==> src/rtl/ecc_frame_pkg.sv <==
package ecc_frame_pkg;
   localparam int POS_W = 12;
   localparam int SYN_W = POS_W + 1;
   localparam int MAX_FRAME_BITS = (1 << POS_W) - 1;

   typedef struct packed {
      logic             par;
      logic [POS_W-1:0] pos;
   } syn_t;
endpackage

==> src/rtl/fsyn_word_xor.sv <==
module fsyn_word_xor
   import ecc_frame_pkg::*;
#(
   parameter int WORD_W = 32,
   parameter int IDX_W  = 6
) (
   input  logic [WORD_W-1:0] word_i,
   input  logic [IDX_W-1:0]  idx_i,
   output syn_t              contrib_o
);
   localparam bit W_POW2 = (WORD_W & (WORD_W - 1)) == 0;
   localparam int SHIFT  = (WORD_W > 1) ? $clog2(WORD_W) : 0;

   logic [POS_W-1:0] base;

   generate
      if (W_POW2) begin : g_shift_base
         assign base = POS_W'(32'(idx_i) << SHIFT);
      end else begin : g_mult_base
         assign base = POS_W'(32'(idx_i) * WORD_W);
      end
   endgenerate

   always_comb begin
      contrib_o = '0;
      for (int b = 0; b < WORD_W; b++) begin
         if (word_i[b]) begin
            contrib_o.pos = contrib_o.pos ^ (base + POS_W'(b + 1));
            contrib_o.par = ~contrib_o.par;
         end
      end
   end
endmodule

==> src/rtl/fsyn_accum.sv <==
module fsyn_accum
   import ecc_frame_pkg::*;
#(
   parameter int FRAME_WORDS = 40,
   parameter int IDX_W       = 6
) (
   input  logic             clk,
   input  logic             rst_n,
   input  logic             sof_i,
   input  logic             word_valid_i,
   input  syn_t             contrib_i,
   output logic [IDX_W-1:0] idx_o,
   output syn_t             syn_o,
   output logic             done_o
);
   localparam logic [IDX_W-1:0] LAST_IDX = IDX_W'(FRAME_WORDS - 1);

   logic             active_q;
   logic [IDX_W-1:0] idx_q;
   syn_t             acc_q;
   syn_t             acc_base;
   syn_t             acc_next;
   logic             accept;
   logic             last_word;

   assign accept    = word_valid_i && (sof_i || active_q);
   assign idx_o     = sof_i ? '0 : idx_q;
   assign acc_base  = sof_i ? '0 : acc_q;
   assign acc_next  = acc_base ^ contrib_i;
   assign last_word = accept && (idx_o == LAST_IDX);

   always_ff @(posedge clk or negedge rst_n) begin
      if (!rst_n) begin
         active_q <= 1'b0;
         idx_q    <= '0;
         acc_q    <= '0;
         syn_o    <= '0;
         done_o   <= 1'b0;
      end else begin
         done_o <= last_word;
         if (accept) begin
            if (last_word) begin
               active_q <= 1'b0;
               idx_q    <= '0;
               acc_q    <= '0;
               syn_o    <= acc_next;
            end else begin
               active_q <= 1'b1;
               idx_q    <= idx_o + IDX_W'(1);
               acc_q    <= acc_next;
            end
         end
      end
   end

   // the reported syndrome only changes together with the completion pulse
   assert_hold_R5: assert property (@(posedge clk) disable iff (!rst_n)
      !done_o |-> $stable(syn_o));

   // the word counter never runs past the frame
   assert_idx_range_R6: assert property (@(posedge clk) disable iff (!rst_n)
      idx_q <= LAST_IDX);

   // with no open frame the counter is parked at word 0
   assert_idle_R6: assert property (@(posedge clk) disable iff (!rst_n)
      !active_q |-> idx_q == '0);

   generate
      if (FRAME_WORDS > 1) begin : g_pulse_chk
         // completion is a single-cycle pulse
         assert_pulse_R4: assert property (@(posedge clk) disable iff (!rst_n)
            done_o |=> !done_o);
      end
   endgenerate
endmodule

==> src/rtl/fsyn_classify.sv <==
module fsyn_classify
   import ecc_frame_pkg::*;
#(
   parameter int FRAME_BITS = 1280
) (
   input  syn_t syn_i,
   output logic error_o,
   output logic single_o
);
   localparam logic [POS_W-1:0] LIMIT = POS_W'(FRAME_BITS);

   always_comb begin
      error_o  = 1'b0;
      single_o = 1'b0;
      if (syn_i.par) begin
         if (syn_i.pos > LIMIT) error_o  = 1'b1;
         else                   single_o = 1'b1;
      end else if (syn_i.pos != '0) begin
         error_o = 1'b1;
      end
   end
endmodule

==> src/rtl/frame_ecc_syndrome.sv <==
module frame_ecc_syndrome
   import ecc_frame_pkg::*;
#(
   parameter int WORD_W      = 32,
   parameter int FRAME_WORDS = 40
) (
   input  logic              clk,
   input  logic              rst_n,
   input  logic              sof_i,
   input  logic              word_valid_i,
   input  logic [WORD_W-1:0] word_i,
   output logic [12:0]       syndrome_o,
   output logic              syn_valid_o,
   output logic              error_o,
   output logic              single_err_o
);
   localparam int FRAME_BITS = WORD_W * FRAME_WORDS;
   localparam int IDX_W      = (FRAME_WORDS > 1) ? $clog2(FRAME_WORDS) : 1;

   generate
      if (WORD_W < 1 || FRAME_WORDS < 1) begin : g_bad_size
         $error("frame_ecc_syndrome: WORD_W and FRAME_WORDS must be at least 1");
      end
      if (FRAME_BITS > MAX_FRAME_BITS) begin : g_bad_len
         $error("frame_ecc_syndrome: frame must hold fewer than 4096 bits");
      end
   endgenerate

   syn_t             contrib;
   syn_t             syn_q;
   logic [IDX_W-1:0] idx;

   fsyn_word_xor #(.WORD_W(WORD_W), .IDX_W(IDX_W)) u_xor (
      .word_i    (word_i),
      .idx_i     (idx),
      .contrib_o (contrib)
   );

   fsyn_accum #(.FRAME_WORDS(FRAME_WORDS), .IDX_W(IDX_W)) u_acc (
      .clk          (clk),
      .rst_n        (rst_n),
      .sof_i        (sof_i),
      .word_valid_i (word_valid_i),
      .contrib_i    (contrib),
      .idx_o        (idx),
      .syn_o        (syn_q),
      .done_o       (syn_valid_o)
   );

   fsyn_classify #(.FRAME_BITS(FRAME_BITS)) u_cls (
      .syn_i    (syn_q),
      .error_o  (error_o),
      .single_o (single_err_o)
   );

   assign syndrome_o = syn_q;

   // a clean syndrome raises neither flag
   assert_clean_R3: assert property (@(posedge clk) disable iff (!rst_n)
      syndrome_o == '0 |-> !error_o && !single_err_o);

   // even parity with a location present is uncorrectable
   assert_double_R3: assert property (@(posedge clk) disable iff (!rst_n)
      (!syndrome_o[12] && syndrome_o[11:0] != '0) |-> error_o && !single_err_o);

   // a location outside the frame is never reported as correctable
   assert_range_R7: assert property (@(posedge clk) disable iff (!rst_n)
      (syndrome_o[12] && syndrome_o[11:0] > 12'(FRAME_BITS)) |-> error_o && !single_err_o);

   // parity-only flip is a located single error at position zero
   assert_parity_R8: assert property (@(posedge clk) disable iff (!rst_n)
      (syndrome_o[12] && syndrome_o[11:0] == '0) |-> single_err_o && !error_o);

   // flags follow the held syndrome and do not move between completions
   assert_flags_hold_R5: assert property (@(posedge clk) disable iff (!rst_n)
      !syn_valid_o |-> $stable(error_o) && $stable(single_err_o));
endmodule

==> config.mk <==
export PLATFORM = sky130hd
export DESIGN_NAME = frame_ecc_syndrome
export DESIGN_NICKNAME = d
export VERILOG_FILES = /design/src/rtl/ecc_frame_pkg.sv /design/src/rtl/fsyn_word_xor.sv /design/src/rtl/fsyn_accum.sv /design/src/rtl/fsyn_classify.sv /design/src/rtl/frame_ecc_syndrome.sv
export SDC_FILE = /design/constraint.sdc
export NUM_CORES = 1
export LEC_CHECK = 0
export BUFFER_PORTS_ARGS = -buffer_cell sky130_fd_sc_hd__buf_4
export CORE_MARGIN = 5
export CORE_UTILIZATION = 33
export CTS_BUF_LIST = sky130_fd_sc_hd__clkbuf_4 sky130_fd_sc_hd__clkbuf_8
export DETAILED_ROUTE_END_ITERATION = 10
export PLACE_DENSITY = 0.63
export SLEW_MARGIN = 0
export SYNTH_ARGS = -nofsm -noshare
export SYNTH_HDL_FRONTEND = slang
export SYNTH_HIERARCHICAL = 1
export SYNTH_SLANG_ARGS = --single-unit
==> constraint.sdc <==
create_clock -name clk -period 4.9 [get_ports clk]
set_clock_uncertainty 0.05 [all_clocks]
set_input_delay 0.49 -clock clk [delete_from_list [all_inputs] [get_ports clk]]
set_output_delay 0.49 -clock clk [all_outputs]
set_load 0.02 [all_outputs]
Yosys cells after proc, flatten, opt, wreduce, memory -nomap -nowiden
Index checks and enable logic that the tools add are counted.

cells by class
  bitwise logic cells = 63
  divide/modulo/power cells = 0
  shift operators = 0
  multipliers = 0
  eq/ne operators = 1
  $lt $le $gt $ge = 1
  add/sub/neg operators = 33
  muxes and demuxes = 42
  reduce and logical (&&, ||, !) cells = 5

operator list
  operator                                                          count
  2-to-1 mux 13 bit                                                 34
  XOR 12 bit                                                        31
  adder 11 x 5 -> 12 bit (second input constant)                    16
  adder 11 x 4 -> 12 bit (second input constant)                    8
  adder 11 x 3 -> 12 bit (second input constant)                    4
  inverter 1 bit                                                    31
  adder 11 x 2 -> 12 bit (second input constant)                    2
  XOR 13 bit                                                        1
  adder 11 x 1 -> 12 bit (second input constant)                    1
  adder 11 x 6 -> 12 bit (second input constant)                    1
  greater-than comparator 12 x 11 -> 1 bit (second input constant)  1
  2-to-1 mux 6 bit                                                  2
  nonzero test 12 bit                                               1
  adder 6 x 1 -> 6 bit (second input constant)                      1
  == test 6 bit (second input constant)                             1
  2-to-1 mux 1 bit                                                  6
  logical AND 1 bit                                                 2
  AND reduction 2 bit                                               1
  logical OR 1 bit                                                  1

word-level totals
  logic and storage cells = 152
  bits in read-only memories = 0
  latch bits = 0
  output and inout bits = 16
  memories kept = 0
  flip-flop bits (word level) = 34
  RAM bits = 0

Logic depth before layout (Yosys ltp)
  depth after elaboration = 67
  gate-level depth with buffers = 13
  depth with buffers taken out = 11

Cells and area by module
Netlist, hierarchy kept.

by module, submodules not included
  module         sequential area each (sq um)  instances  area an instance (sq um)  cells an instance
  fsyn_accum     850.8                         1          1844.3                    199
  fsyn_word_xor  0.0                           1          794.5                     90
  fsyn_classify  0.0                           1          71.3                      10

Least setup slack after synthesis
No wires, ideal clock.

  path type = input to register
  from = input word_i[29]
  to = register u_acc/acc_q[7] in the netlist's numbering
  stages = 11
  data arrival time = 2647 ps
  slack = 2082 ps
  setup time = 121 ps
  required time = 4729 ps
  path through = xnor3_2 > xnor2_1 > xnor2_1 > xor3_1 > buf_6 > mux2i_1 > a22o_1 > xnor2_1 > nand2_1 > o21ai_0 > a22o_1

RTL lines
  item                  RTL line                  RTL
  start, declared       frame_ecc_syndrome.sv:11  input logic [WORD_W-1:0] word_i,
  end signal, assigned  fsyn_accum.sv:50          acc_q <= acc_next;
  end, declared         fsyn_accum.sv:20          syn_t acc_q;

==> flow_metrics.py <==
metrics = {
    "clocking": {
        "clock_latency_ps": 290,
        "clockBufferDepth": 2,
        "clkSinkCount": 34,
        "root_buffer": "clkbuf_8",
        "cts_made_buffers": 5,
        "cts_tree": "yes",
        "cts_setup_buffers": 0,
        "clk_pin_slew_ps": 80,
        "htreeDepth": 2,
        "cts_hold_buf": 0,
        "post_cts_resized": 0,
    },
    "finish": {
        "layout.cells.most_common": "xnor2_1",
        "drive_gt1_share_pct": 20.8,
        "fin_util_pct": 40.7,
        "nFillCells": 820,
        "nNetsFinal": 383,
        "final_cell_mix": "69 x xnor2_1, 52 x buf_4, 52 x nand2_1, 34 x dfrtp_1, 30 x o21ai_0",
        "antenna_cells": 0,
        "areaGrowthSynthToFinish_pct": 21.7,
    },
    "grt": {
        "antenna_found_initial": 0,
        "overflow": 0,
        "grt_max_degree": 41,
        "grt_first_pass_wirelength_um": 10000,
        "grt_pass1_vias": 2100,
        "grt_usage_pct": 12.0,
    },
    "drt": {
        "drt-pass1-iter-count": 4,
        "drt-total-wl_um": 5850,
        "first_iter_violations": 100,
        "viasPerCell": 4.82,
        "drc": 0,
        "routedWlPerCell_um": 13.0,
        "final_antenna_net_count": 0,
        "vias": 2176,
    },
    "power": {
        "p_leak_nw": 1.38,
        "max-vdd-ir-drop_mv": 0.173,
        "p_per_area_nw_per_um2": 438,
        "seqPwrFrac_pct": 28.5,
        "combinationalPowerShare_pct": 49.6,
        "power.switching_uw": 528,
        "clockPowerShare_pct": 21.9,
        "p_int_uw": 917,
        "power_switching_share_pct": 36.5,
    },
    "critical_path": {
        "cp.required_ps": 5040,
        "crit_buf_inv": 1,
        "worst_setup_path_start_kind": "input pin",
        "max_stage_delay_ps": 650,
        "r2r.worst_path.cells": 10,
        "cp_top_family": "XOR/XNOR gates",
        "cp_slowest_cell": "xor3_1",
        "cp.arrival_ps": 3070,
        "end_kind": "flip-flop",
        "path_class": "input pin to flip-flop",
        "path_cells": "buf_4 > xnor3_2 > xnor2_1 > xnor2_1 > xor3_1 > mux2_2 > a22o_1 > xnor2_1 > nand2_1 > o21ai_0 > a22o_1",
        "cpMostUsedCell": "xnor2_1",
        "r2r_slack_ps": 2360,
        "r2r-start": "u_acc/idx_q[2]",
        "r2r-end": "u_acc/acc_q[10]",
        "cp_max_fo": 11,
    },
    "floorplanning": {
        "fp-row-count": 33,
        "core_area_um2": 8090,
        "ios": 52,
        "die_area_um2": 10100,
        "die_w_um": 101,
        "initial_core_util_pct": 33.5,
        "die_h_um": 101,
    },
    "synthesis": {
        "synth.ff_latch_count": 34,
        "yosysWarnings": 6,
        "syn_inst": 299,
        "synth_top_flop_cell": "dfrtp_1",
        "synth_edf_count": 0,
        "syn-mean-instance-area_um2": 9.06,
        "synth.yosys.seq_area_share_pct": 31.4,
        "synthArstFlopShare_pct": 100,
        "syn_nets": 337,
        "netlist-cell-type-count": 38,
        "netlist_area_um2": 2710,
    },
    "timing": {
        "timing.fmax_ghz": 0.341,
        "grt_setup_unrepaired": "no",
        "holdWs_ps": 86.3,
        "fin_tns_setup_ps": 0,
        "min_period_over_period_pct": 59.9,
        "final-setup-viol-count": 0,
        "maxSlewHeadroom_pct": 54.7,
        "tightest_slew_ps": 677,
        "slew_viol_final": 0,
        "fin_crit_ps": 2940,
        "finalHoldViolations": 0,
    },
    "place": {
        "portBuffers": 51,
        "dp_hpwl_um": 4410,
        "gp_congestion": 0.776,
    },
    "worst_hold_path": {
        "hold_class": "input pin to asynchronous set/reset pin",
    },
    "outcome": {
        "outcome": "completed",
    },
    "flow_run": {
        "maxCapViolCount": 0,
    },
}
## power groups by stage
stage	logic, mW	clock network [mW]	registers (mW)
detailed placement	0.719	0	0.414
finish	0.717	0.316	0.411
CTS	0.719	0.321	0.410
global route	0.800	0.333	0.424
global placement	0.696	0	0.409
floorplan	0.611	0	0.400
## layout make-up
cell class | count | area [um2] | area share [%]
inverters | 3 | 11.3 | 0.342
repair buffers | 52 | 390 | 11.8
flip-flops and latches | 34 | 851 | 25.8
clock inverters | 3 | 68.8 | 2.09
multi-input cells | 249 | 1780 | 53.9
well taps | 105 | 131 | 3.98
clock buffers | 5 | 68.8 | 2.09
## metal layers
metal  wire length (um)  GRT usage (%)  up-vias
li1                   -              -     1106
met1               2870           17.5     1013
met2               2690           18.5       54
met3                275           1.94        3
met4                 17           3.21        0
met5                  0              0        -
## cells in the mapped netlist (3+ instances only)
master | n | area [um2]
xnor3_1 | 3 | 67.6
xnor2_1 | 69 | 604
o21ai_0 | 30 | 150
dfrtp_1 | 34 | 851
o211ai_1 | 3 | 22.5
buf_2 | 4 | 20.0
nand2_1 | 52 | 195
inv_1 | 3 | 11.3
nor2b_1 | 19 | 119
xor2_1 | 11 | 96.3
o21a_1 | 3 | 22.5
nand3_1 | 14 | 70.1
a22o_1 | 14 | 123
clkbuf_1 | 6 | 22.5
## registers in the layout (all words and copies together) (netlist names)
| signal | flops |
|---|---|
| u_acc/acc_q | 13 |
| u_acc/syn_o | 13 |
| u_acc/idx_q | 6 |
| u_acc/active_q | 1 |
| u_acc/done_o | 1 |
## cell families (layout without fill, tap and decap cells)
logic type / Yosys count / after routing / share of synthesized area [%]
adder cells (fa/ha/maj): 2 / 2 / 0.923
AND/OR/NAND/NOR: 99 / 99 / 18.3
XOR/XNOR: 86 / 86 / 30.7
AO/OA/AOI/OAI: 59 / 59 / 14.4
flip-flops: 34 / 34 / 31.4
buffers and inverters: 16 / 63 / 3.09
multiplexers: 3 / 3 / 1.20
## worst max path at each step
stage | from | endpoint | slack, ps | cells past startpoint
4_1_cts | word_i[29] | u_acc/acc_q[7] | 1960 | 11
5_1_grt | word_i[29] | u_acc/acc_q[7] | 1820 | 11
2_1_floorplan | word_i[29] | u_acc/acc_q[7] | 2080 | 11
6_report | word_i[29] | u_acc/acc_q[7] | 1960 | 11
3_3_place_gp | word_i[29] | u_acc/acc_q[7] | 1730 | 11
3_5_place_dp | word_i[29] | u_acc/acc_q[7] | 1640 | 11
## stage by stage
stage               setup WS, ps  power, mW  std cells  cell area (um2)
floorplan                   2080       1.01        299             2710
global placement            1730       1.10        443             3160
detailed placement          1640       1.13        443             3160
CTS                         1960       1.45        451             3300
global route                1820       1.56        451             3300
finish                      1960       1.44        451             3300
Power figures use the tool's default switching activity.
